File: src/rtl/irq_vec_pkg.sv
package irq_vec_pkg;
  localparam int unsigned NSLOT     = 16;
  localparam int unsigned SLOT_W    = $clog2(NSLOT);
  localparam int unsigned ADDR_W    = 8;
  // implemented maskable slots: ranks 3..7, 11, 12, 15
  localparam logic [NSLOT-1:0] IMPL_MASK = 16'h3E32;
  localparam logic [ADDR_W-1:0] BASE_LO  = 8'hE0;
endpackage

File: src/rtl/irq_src_bank.sv
module irq_src_bank
  import irq_vec_pkg::*;
#(
  parameter int unsigned N = NSLOT,
  parameter logic [N-1:0] IMPL = IMPL_MASK
) (
  input  logic         clk,
  input  logic         rst_n,
  input  logic [N-1:0] evt,
  input  logic [N-1:0] clr,
  input  logic         en_wr,
  input  logic [N-1:0] en_wdata,
  output logic [N-1:0] active
);
  logic [N-1:0] pend_q, pend_d;
  logic [N-1:0] en_q, en_d;

  for (genvar s = 0; s < N; s++) begin : g_slot
    if (IMPL[s]) begin : g_impl
      always_comb begin
        pend_d[s] = (pend_q[s] & ~clr[s]) | evt[s];
        en_d[s]   = en_wr ? en_wdata[s] : en_q[s];
      end
      always_ff @(posedge clk or negedge rst_n) begin
        if (!rst_n) begin
          pend_q[s] <= 1'b0;
          en_q[s]   <= 1'b0;
        end else begin
          pend_q[s] <= pend_d[s];
          en_q[s]   <= en_d[s];
        end
      end
    end else begin : g_tie
      always_comb begin
        pend_d[s] = 1'b0;
        en_d[s]   = 1'b0;
        pend_q[s] = 1'b0;
        en_q[s]   = 1'b0;
      end
    end
  end

  assign active = pend_q & en_q;

  assert_set_wins_R3: assert property (@(posedge clk) disable iff (!rst_n)
    |(evt & IMPL) |=> ((pend_q & $past(evt & IMPL)) == $past(evt & IMPL)));

  assert_pend_hold_R8: assert property (@(posedge clk) disable iff (!rst_n)
    |(pend_q & ~clr) |=> (($past(pend_q & ~clr) & ~pend_q) == '0));
endmodule

File: src/rtl/irq_prio_pick.sv
module irq_prio_pick
  import irq_vec_pkg::*;
#(
  parameter int unsigned N  = NSLOT,
  parameter int unsigned SW = SLOT_W
) (
  input  logic [N-1:0]  active,
  output logic [SW-1:0] win
);
  // higher slot index means better rank; slot 0 is the default
  always_comb begin
    win = '0;
    for (int i = 1; i < N - 1; i++) begin
      if (active[i]) win = SW'(i);
    end
  end
endmodule

File: src/rtl/irq_vec_select.sv
module irq_vec_select
  import irq_vec_pkg::*;
#(
  parameter int unsigned N_SLOTS = NSLOT,
  parameter int unsigned AW      = ADDR_W,
  parameter logic [N_SLOTS-1:0] IMPL = IMPL_MASK,
  parameter logic [AW-1:0] BASE  = BASE_LO
) (
  input  logic               clk,
  input  logic               rst_n,
  input  logic [N_SLOTS-1:0] src_evt,
  input  logic [N_SLOTS-1:0] pend_clr,
  input  logic               en_wr,
  input  logic [N_SLOTS-1:0] en_wdata,
  input  logic               vsel_req,
  input  logic [AW-1:0]      page,
  output logic [AW-1:0]      vec_hi,
  output logic [AW-1:0]      vec_lo,
  output logic               any_active
);
  localparam int unsigned SW = $clog2(N_SLOTS);

  logic rst_meta, rst_sync_n;
  always_ff @(posedge clk or negedge rst_n) begin
    if (!rst_n) begin
      rst_meta   <= 1'b0;
      rst_sync_n <= 1'b0;
    end else begin
      rst_meta   <= 1'b1;
      rst_sync_n <= rst_meta;
    end
  end

  logic [N_SLOTS-1:0] active;
  logic [SW-1:0]      win;

  irq_src_bank #(.N(N_SLOTS), .IMPL(IMPL)) u_bank (
    .clk(clk), .rst_n(rst_sync_n), .evt(src_evt), .clr(pend_clr),
    .en_wr(en_wr), .en_wdata(en_wdata), .active(active)
  );

  irq_prio_pick #(.N(N_SLOTS), .SW(SW)) u_pick (
    .active(active), .win(win)
  );

  logic [AW-1:0] hi_d, lo_d;
  logic          any_d;

  always_comb begin
    hi_d  = vec_hi;
    lo_d  = vec_lo;
    any_d = |active;
    if (vsel_req) begin
      hi_d = page;
      lo_d = BASE + AW'({win, 1'b0});
    end
  end

  always_ff @(posedge clk or negedge rst_sync_n) begin
    if (!rst_sync_n) begin
      vec_hi     <= '0;
      vec_lo     <= '0;
      any_active <= 1'b0;
    end else begin
      vec_hi     <= hi_d;
      vec_lo     <= lo_d;
      any_active <= any_d;
    end
  end

  function automatic logic lo_is_reserved(input logic [AW-1:0] lo);
    logic r;
    r = 1'b0;
    for (int s = 1; s < N_SLOTS - 1; s++)
      if (!IMPL[s] && lo == BASE + AW'(2 * s)) r = 1'b1;
    return r;
  endfunction

  assert_page_R6: assert property (@(posedge clk) disable iff (!rst_sync_n)
    vsel_req |=> vec_hi == $past(page));

  assert_default_R7: assert property (@(posedge clk) disable iff (!rst_sync_n)
    (vsel_req && active == '0) |=> vec_lo == BASE);

  assert_no_reserved_R5: assert property (@(posedge clk) disable iff (!rst_sync_n)
    vsel_req |=> !lo_is_reserved(vec_lo));

  assert_hold_R10: assert property (@(posedge clk) disable iff (!rst_sync_n)
    !vsel_req |=> ($stable(vec_hi) && $stable(vec_lo)));
endmodule

File: config.mk
export PLATFORM = sky130hd
export DESIGN_NAME = irq_vec_select
export DESIGN_NICKNAME = d
export VERILOG_FILES = /design/src/rtl/irq_vec_pkg.sv /design/src/rtl/irq_src_bank.sv /design/src/rtl/irq_prio_pick.sv /design/src/rtl/irq_vec_select.sv
export SDC_FILE = /design/constraint.sdc
export NUM_CORES = 1
export LEC_CHECK = 0
export BUFFER_PORTS_ARGS = -buffer_cell sky130_fd_sc_hd__clkbuf_2
export CORE_AREA = 10 10 67 69
export CTS_BUF_LIST = sky130_fd_sc_hd__clkbuf_8
export DETAILED_ROUTE_END_ITERATION = 7
export DIE_AREA = 0 0 77 79
export HOLD_SLACK_MARGIN = 0.06
export PLACE_DENSITY = 0.85
export SYNTH_ARGS = -nofsm -noshare
export SYNTH_HDL_FRONTEND = slang
export SYNTH_HIERARCHICAL = 1
export SYNTH_SLANG_ARGS = --single-unit
File: constraint.sdc
create_clock -name clk -period 2.26 [get_ports clk]
set_input_delay 0.339 -clock clk [delete_from_list [all_inputs] [get_ports clk]]
set_output_delay 0.339 -clock clk [all_outputs]
set_load 0.01 [all_outputs]
==> metrics.yaml, run 1 <==
run_status:
  status: "finished clean"
grt:
  grt.total_usage_pct: 10.90
  grt_pass1_vias: 1141
  grt_pass1_wl_um: 5133
  antenna_found_initial: 0
  overflow: 0
  grt_max_degree: 23
worst_setup_path:
  setup.worst_path.class: "reg2reg"
  crit_arrival_ps: 1630
  path_cells: "and2_1 > nor2_4 > o21ai_0 > a31o_1 > mux2_4"
  slowest_delay_ps: 380
  cp_max_fo: 4
  cp-start-kind: "flip-flop"
  endpoint_kind: "flip-flop"
  r2r_start: "u_bank/en_q[11]"
  cp.required_ps: 2440
  cp_slowest_cell: "dfrtp_1"
  setup.worst_path.start: "u_bank/en_q[11]"
layout:
  layout.nets: 236
  final_cells: 223
  fin_area_um2: 1864
  syn2layout_area_growth_pct: 22.63
  num_antenna_cells: 0
  final_util_pct: 57.68
  nFillCells: 279
  drive_above_1_share_pct: 47.46
logic_synthesis:
  syn_avg_cell_area_um2: 12.46
  synth_top_family_by_area: "multiplexers"
  yosys_warnings: 6
  synthAdderAreaFrac_pct: 0
  synth_common_cells: "32 x dfrtp_1, 17 x mux2_4, 11 x buf_4, 10 x inv_1"
  ys.flop_type: "dfrtp_1"
  synth_mux_area_share_pct: 19.01
  ys_ff_latch: 32
  synthesis.area_um2: 1520
  async_flop_share_pct: 100.0
  synth_cells: 122
  yosysTopAreaCellShare_pct: 52.67
  synth_top_area_cell: "dfrtp_1"
  synth_xor_xnor_area_share_pct: 0
  netlist_top_cells_area: "dfrtp_1 53%, mux2_4 17%, buf_4 5.4%, a21o_1 4.0%, and2_1 3.3%"
  yosys.area_share.simple_pct: 9.630
  synth.most_common_cell: "dfrtp_1"
  synth_edf_count: 0
  synth-compound-area-share_pct: 8.313
  synthDistinctLibCells: 26
  synth_seq_area_share_pct: 52.67
sta:
  skew_ps: 8.259
  drv_slew: 0
  rsz0062_at_grt: "false"
  finalSetupTns_ps: 0
  finalSetupViolations: 0
  final.setup.worst_slack_ps: 806.0
  hold_violations: 0
  finalCritPeriodShare_pct: 64.33
  fin_crit_ps: 1454
  hold_ws_ps: 140.3
  fmax_ghz: 0.6878
job:
  maxCapViolCount: 0
cts:
  path_clk_slew_ps: 70
  cts.htree.levels: 2
  root_buffer: "clkbuf_8"
  insertion_delay_ps: 290
  cts_buffers: 5
  cts_resized: 0
  cts_tree: "yes"
  clkSinkCount: 32
  clockBufferDepth: 2
  cts_setup_buffers: 0
power_and_ir_drop:
  pwr-share-clk_pct: 33.9
  combPwrFrac_pct: 16.7
  p_sw_share_pct: 25.33
  vdd_drop_max_v: 0.0004431
  finalPower_mw: 1.318
  power_density_nw_per_um2: 706.8
  p_seq_share_pct: 49.4
  switching_power_mw: 0.3337
  p_leak_nw: 0.9584
  internal-power_mw: 0.9839
floorplan:
  ios: 77
  die-height_um: 79
  die_area_um2: 6083
  fp-row-count: 21
  dieWidth_um: 77
  floorplan.initialDensity_pct: 47.04
  core-area_um2: 3232
detailed_routing:
  routedWlPerCell_um: 14.13
  firstDrtPassIters: 4
  post-route-drc-count: 0
  postRouteWirelength_um: 3150
  drt_iter0_markers: 17
  via_per_inst: 4.677
  ant_nets: 0
  vias: 1043
worst_hold_path:
  hold_class: "reg2async"
placement:
  placed_area_um2: 1762
  dp_cells: 214
  place.port_buffers: 51
  place_ws_ps: 824.8
  hpwl_um: 2590
  place.gp.congestion: 0.8767
metal layers:
layer | global-route usage [%] | part of all wire [%] | vias to the layer above
met3 | 3.829 | 5.5 | 4
met1 | 10.57 | 37 | 505
met2 | 18.89 | 55 | 34
li1 | - | - | 500
met4 | 8.394 | 2.6 | 0
met5 | 0 | 0 | -
critical path, delay by kind of cell, from the launching register on:
family           cells  cell delay [ps]
AND/OR/NAND/NOR      2              380
multiplexers         1              250
AO/OA/AOI/OAI        2              340
flip-flops           1              380
power by group through the flow:
stage          sequential [mW]  clock [mW]  combinational (mW)
6_report                 0.651       0.446               0.221
5_1_grt                  0.658       0.473               0.243
3_5_place_dp             0.662           0               0.221
2_1_floorplan            0.671           0               0.141
4_1_cts                  0.652       0.454               0.223
3_3_place_gp             0.658           0               0.214
cell families (layout without fill, tap and decap cells):
kind of cell / count (synthesis) / in the layout
compound gates: 18 / 18
buf+inv: 24 / 72
flops: 32 / 32
mux: 20 / 20
other cells: 3 / 10
simple gates: 25 / 25
sequential cells by signal, indices dropped and copies added, names as in the netlist:
| register | count |
|---|---|
| vec_lo | 5 |
| rst_meta | 1 |
| any_active | 1 |
| vec_hi | 8 |
| u_bank/en_q | 8 |
| rst_sync_n | 1 |
| u_bank/pend_q | 8 |
layout by cell type, fill, tap and decap left out:
cell type / synthesis / final
nand4_1: 1 / 1
nand2_1: 1 / 1
mux2_4: 17 / 17
a21oi_2: 1 / 1
o21ai_0: 2 / 2
nand3_1: 1 / 1
buf_4: 11 / 1
clkbuf_2: 0 / 51
nor2_1: 4 / 4
a21oi_1: 3 / 3
nor4_1: 6 / 6
nor3_1: 1 / 1
o21bai_1: 1 / 1
clkinv_2: 0 / 2
nor2_4: 1 / 1
clkbuf_8: 0 / 6
conb_1: 3 / 10
a21o_1: 8 / 8
nand2b_1: 1 / 1
o31ai_1: 1 / 1
dlygate4sd3_1: 0 / 1
inv_2: 1 / 1
mux2_2: 3 / 3
a31o_1: 1 / 1
inv_1: 10 / 10
and2_1: 8 / 8
dfrtp_1: 32 / 32
o311ai_1: 1 / 1
or2_2: 1 / 1
path summary, 6_finish.rpt:
kind                                endpoint  cells past startpoint  slack [ps]
min in group clk           u_bank/pend_q[10]                      2         220
hold / removal                     vec_hi[5]                      0         140
setup reg to reg                   vec_lo[2]                      5         810
setup / recovery                   vec_lo[2]                      5         810
max in group asynchronous    u_bank/en_q[12]                      1        1510
hold reg to reg                    vec_hi[5]                      0         140
timing repair:
| action | in CTS | in global routing |
|---|---|---|
| hold buffers | 1 | 0 |
| setup endpoints to repair | 0 | 0 |
| hold endpoints to repair | 2 | 0 |
final cells by class:
class,count,area [um^2],area share (%)
clock buffer,6,82.58,4.430
clock inverter,2,10.01,0.5369
inverter,11,41.29,2.215
multi-input combinational,73,599.3,32.15
sequential,32,800.8,42.95
tap,46,57.56,3.087
timing repair buffer,53,272.8,14.63
Note: power is estimated with default switching activity, not from simulation.
==> run 2, diff against run 1 <==
Settings changed: CORE_AREA 10 10 67 69 to 10 10 68 70, DIE_AREA 0 0 77 79 to 0 0 78 80, PLACE_DENSITY 0.85 to 0.83.
Clock period 2.26 ns to 1.5 ns, I/O delays scaled along.
==> run 2 against run 1 <==
Against the previous run: critical path depth unchanged; hold slack got worse by 19 ps; final cell count up 0.45%; sequential cell count stayed put; setup slack worse by 730 ps; sequential share of layout area decreased by 1.2 points; sequential power up 50%; via count is 3.3% lower; wire length decreased by 8.1%; highest routed layer is now met3.
==> metrics.yaml, run 2 (synthesis gave the netlist of run 1 again) <==
sta:
  fmax_ghz: 0.7033  # +2.3%
  finalSetupViolations: 0  # unchanged
  final.setup.worst_slack_ps: 78.18  # -727.9 ps
  fin_crit_ps: 1422  # -32.14 ps
  finalCritPeriodShare_pct: 94.79  # +30 points
  drv_slew: 0  # unchanged
  skew_ps: 6.088  # -2.171 ps
  rsz0062_at_grt: "false"
  finalSetupTns_ps: 0  # unchanged
  hold_violations: 0  # unchanged
detailed_routing:
  ant_nets: 0  # unchanged
  vias: 1009  # -3.3%
  routedWlPerCell_um: 12.93  # -8.5%
  postRouteWirelength_um: 2896  # -8.1%
  drt_iter0_markers: 35  # +18
  firstDrtPassIters: 5  # +1
  via_per_inst: 4.504  # -3.7%
  post-route-drc-count: 0  # unchanged
layout:
  layout_commonest_cell: "clkbuf_2"
  layout.nets: 237  # +0.42%
  nFillCells: 287  # +2.9%
  final_util_pct: 58.44  # +0.75 points
  num_antenna_cells: 0  # unchanged
  final_cell_mix: "51 x clkbuf_2, 32 x dfrtp_1, 17 x mux2_4"
  reg.largest.list: "u_bank/en_q: 8 flops, u_bank/pend_q: 8 flops, vec_hi: 8 flops"
  drive_above_1_share_pct: 48.31  # +0.86 points
  syn2layout_area_growth_pct: 26.26
  fin_area_um2: 1919  # +3.0%
power_and_ir_drop:
  power_density_nw_per_um2: 1142  # +62%
  p_leak_nw: 0.9821  # +2.5%
  vdd_drop_max_v: 0.0005654  # +28%
grt:
  grt_pass1_vias: 1139  # -0.18%
  grt_max_degree: 25  # +8.7%
  grt_pass1_wl_um: 4878  # -5.0%
  antenna_found_initial: 0  # unchanged
  overflow: 0  # unchanged
  grt.total_usage_pct: 9.703  # -1.2 points
worst_setup_path:
  setup.worst_path.class: "reg2reg"
  reg2reg_slack_ps: 80  # -730 ps
  r2r_start: "u_bank/en_q[11]"
  cp-start-kind: "flip-flop"
  cp.required_ps: 1660  # -780 ps
  cp_max_fo: 4  # unchanged
  crit_arrival_ps: 1580  # -50 ps
  endpoint_kind: "flip-flop"
  r2r-end: "vec_lo[2]"
  ff2ff_path_depth: 5  # unchanged
job:
  maxCapViolCount: 0  # unchanged
floorplan:
  core-area_um2: 3284  # +1.6%
  die_area_um2: 6240  # +2.6%
  ios: 77  # unchanged
  die-height_um: 80  # +1.3%
  floorplan.initialDensity_pct: 46.29  # -0.75 points
  fp-row-count: 21  # unchanged
  dieWidth_um: 78  # +1.3%
placement:
  hpwl_um: 2400  # -7.4%
  place.port_buffers: 51  # unchanged
  place_ws_ps: 67.08  # -757.7 ps
  place.gp.congestion: 0.7700  # -12%
  placed_area_um2: 1774  # +0.71%
worst_hold_path:
  min_path_cells: 2
  hold_class: "in2reg"
  hp-start: "src_evt[9]"
  min_to: "u_bank/pend_q[9]"
cts:
  root_buffer: "clkbuf_8"
  cts_tree: "yes"
  path_clk_slew_ps: 70  # about the same
  clkSinkCount: 32  # unchanged
  clockBufferDepth: 2  # unchanged
  cts_buffers: 5  # unchanged
  insertion_delay_ps: 280  # about the same
  cts.htree.levels: 2  # unchanged
run_status:
  status: "finished clean"
run 2: cell types whose count changed in the layout (fill, tap and decap cells not counted):
cell       before  now
bufinv_16       0    1
and2_1          8    7
and2_2          0    1
buf_12          0    1
clkinv_2        2    0
clkbuf_8        6    7
run 2: worst max-delay path, stage by stage, from the launching register on:
cell      delay [ps]
dfrtp_1          380
and2_2           230
nor2_4           120
o311ai_1         110
a31o_1           220
mux2_4           250
run 2: final cells by class:
cell class / instances / area [um^2] / share of cell area (%)
sequential: 32 / 800.8 / 41.72
tap: 46 / 57.56 / 2.999
multi-input combinational: 73 / 600.6 / 31.29
clock inverter: 1 / 30.03 / 1.565
timing repair buffer: 54 / 292.8 / 15.25
inverter: 11 / 41.29 / 2.151
clock buffer: 7 / 96.34 / 5.020
run 2: how the worst max path moves through the flow:
stage	start	endpoint	slack, ps	depth (start not counted)
finish	u_bank/en_q[11]	vec_lo[2]	80	5
global route	u_bank/pend_q[10]	vec_lo[2]	6	5
CTS	u_bank/en_q[11]	vec_lo[2]	50	5
detailed placement	u_bank/en_q[11]	vec_lo[2]	70	5
global placement	u_bank/en_q[11]	vec_lo[2]	80	5
floorplan	u_bank/en_q[11]	vec_lo[2]	160	5
run 2: per-layer routing:
layer | wire length [um] | up-vias | track usage [%]
met5 | 0 | - | 0
met4 | 0 | 0 | 4.301
met3 | 138 | 0 | 3.829
met2 | 1632 | 19 | 17.25
met1 | 1125 | 486 | 9.900
li1 | - | 504 | -
run 2: repair_timing:
item                       in CTS  in global routing
setup endpoints to repair       0                  1
hold endpoints to repair        2                  0
hold buffers                    1                  0
gates resized for setup         0                  1
setup buffers                   0                  1
run 2: metrics by stage:
stage               std cells  total power [mW]  hold WS [ps]
finish                    224             2.191         121.1
global route              224             2.323         125.8
CTS                       223             2.217         112.2
detailed placement        214             1.327         11.72
global placement          214             1.318         12.04
floorplan                 129             1.222        -70.59
run 2: report_power, final:
group | internal, mW | switching (mW) | total, mW
Combinational | 0.188 | 0.151 | 0.339
Sequential | 0.937 | 0.0403 | 0.978
Clock | 0.585 | 0.289 | 0.875
==> run 3, diff against run 2 <==
Settings changed: RECOVER_POWER from default to 100.
==> run 3 against run 2 <==
Against the previous run: final cell count stayed put; sequential share of layout area increased by 2.1 points; largest cell class unchanged; via count is 0.20% lower; sequential power fell by 0.4%; fmax up 0.24%; utilization is 2.7 points lower; final area down 4.7%.
==> metrics.yaml, run 3 (synthesis gave the netlist of run 1 again) <==
placement:
  placed_area_um2: 1774  # unchanged
  place_ws_ps: 67.08  # unchanged
  hpwl_um: 2400  # unchanged
  place.gp.congestion: 0.7700  # unchanged
  place.port_buffers: 51  # unchanged
cts:
  cts.htree.levels: 2  # unchanged
  clockBufferDepth: 2  # unchanged
  insertion_delay_ps: 280  # about the same
  cts_tree: "yes"
  cts_buffers: 5  # unchanged
  clkSinkCount: 32  # unchanged
  root_buffer: "clkbuf_8"
  path_clk_slew_ps: 70  # about the same
worst_setup_path:
  path_buf_inv: 0  # unchanged
  ff2ff_path_depth: 4  # -1
  reg2reg_slack_ps: 80  # about the same
  setup.worst_path.class: "reg2reg"
  cp-start-kind: "flip-flop"
  setup.worst_path.start: "u_bank/pend_q[4]"
  slowest_delay_ps: 380  # about the same
  r2r-end: "vec_lo[3]"
  path_cells: "and2_0 > nor4_1 > o21ai_0 > mux2_4"
  crit_family: "simple AND/OR/NAND/NOR gates"
  cp_max_fo: 4  # unchanged
  endpoint_kind: "flip-flop"
  cp_slowest_cell: "dfrtp_1"
  crit_arrival_ps: 1580  # about the same
  cp.required_ps: 1660  # about the same
  r2r_start: "u_bank/pend_q[4]"
detailed_routing:
  postRouteWirelength_um: 2895  # about the same
  vias: 1007  # -0.20%
  firstDrtPassIters: 4  # -1
  via_per_inst: 4.496  # -0.20%
  routedWlPerCell_um: 12.92  # about the same
  ant_nets: 0  # unchanged
  drt_iter0_markers: 21  # -40%
  post-route-drc-count: 0  # unchanged
sta:
  finalSetupTns_ps: 0  # unchanged
  fin_crit_ps: 1418  # -3.412 ps
  fmax_ghz: 0.7050  # +0.24%
  hold_violations: 0  # unchanged
  rsz0062_at_grt: "false"
  drv_slew: 0  # unchanged
  skew_ps: 5.374  # -0.7140 ps
  hold_ws_ps: 103.7  # -17.38 ps
  finalCritPeriodShare_pct: 94.56  # -0.23 points
  finalSetupViolations: 0  # unchanged
  final.setup.worst_slack_ps: 81.60  # +3.412 ps
  worst_pin_slew_ps: 716.9
  slew_headroom_pct: 52.21
power_and_ir_drop:
  vdd_drop_max_v: 0.0005594  # -1.0%
  power_density_nw_per_um2: 1170  # +2.5%
  p_leak_nw: 0.8648  # -12%
layout:
  final_cell_mix: "34 x clkbuf_2, 32 x dfrtp_1, 18 x clkbuf_1"
  layout.nets: 237  # unchanged
  num_antenna_cells: 0  # unchanged
  layout_commonest_cell: "clkbuf_2"
  regArea_um2: 800.8  # unchanged
  fin_area_um2: 1829  # -4.7%
  multi_input_area_um2: 548.0  # -8.7%
  nFillCells: 305  # +6.3%
  final_util_pct: 55.70  # -2.7 points
  syn2layout_area_growth_pct: 20.33
  drive_above_1_share_pct: 30.34  # -18 points
  reg.largest.list: "u_bank/en_q: 8 flops, u_bank/pend_q: 8 flops, vec_hi: 8 flops"
grt:
  grt.total_usage_pct: 9.703  # unchanged
  grt_max_degree: 25  # unchanged
  grt_pass1_wl_um: 4878  # unchanged
  overflow: 0  # unchanged
  antenna_found_initial: 0  # unchanged
  grt_pass1_vias: 1139  # unchanged
worst_hold_path:
  hold_class: "reg2async"
floorplan:
  die-height_um: 80  # unchanged
  dieWidth_um: 78  # unchanged
  core-area_um2: 3284  # unchanged
  die_area_um2: 6240  # unchanged
  floorplan.initialDensity_pct: 46.29  # unchanged
  fp-row-count: 21  # unchanged
  ios: 77  # unchanged
run_status:
  status: "finished clean"
job:
  maxCapViolCount: 0  # unchanged
-- run 3: cell types whose count changed in the layout (fill, tap and decap cells not counted) --
| cell | before | now |
|---|---|---|
| and2_1 | 7 | 6 |
| and2_0 | 0 | 1 |
| mux2_1 | 0 | 14 |
| buf_12 | 1 | 0 |
| clkbuf_2 | 51 | 34 |
| mux2_4 | 17 | 3 |
| clkbuf_1 | 0 | 18 |
-- run 3: worst max path at each step --
| stage | endpoint | cells past startpoint |
|---|---|---|
| floorplan | vec_lo[2] | 5 |
| global placement | vec_lo[2] | 5 |
| detailed placement | vec_lo[2] | 5 |
| CTS | vec_lo[2] | 5 |
| global route | vec_lo[2] | 5 |
| finish | vec_lo[3] | 4 |
-- run 3: layout make-up --
cell class                      instances  share of cell area [%]
Sequential cell                        32                   43.78
Timing Repair Buffer                   54                   13.95
Clock buffer                            7                   5.267
Tap cell                               46                   3.146
Multi-Input combinational cell         73                   29.96
Clock inverter                          1                   1.642
Inverter                               11                   2.257
-- run 3: metrics by stage --
stage | power (mW) | std cells
5_1_grt | 2.273 | 224
3_3_place_gp | 1.318 | 214
4_1_cts | 2.217 | 223
6_report | 2.141 | 224
2_1_floorplan | 1.222 | 129
3_5_place_dp | 1.327 | 214
-- run 3: worst register-to-register path, cell delays in order (launching register included) --
cell,delay (ps)
dfrtp_1,380
and2_0,210
nor4_1,330
o21ai_0,130
mux2_4,260
-- run 3: per-layer routing --
layer | global-route usage [%] | vias up | share of wire, %
li1 | - | 501 | -
met1 | 9.900 | 485 | 39
met2 | 17.25 | 21 | 56
met3 | 3.829 | 0 | 4.5
met4 | 4.301 | 0 | 0
met5 | 0 | - | 0
-- run 3: report_power, final --
group          switching (mW)  internal (mW)
logic                   0.148          0.143
clock network           0.291          0.585
registers              0.0365          0.937
-- run 3: repair_timing --
action,in CTS,in global routing
setup endpoints to repair,0,1
resized for setup,0,1
endpoints found under the hold margin,2,0
buffers inserted,0,1
hold buffers,1,0
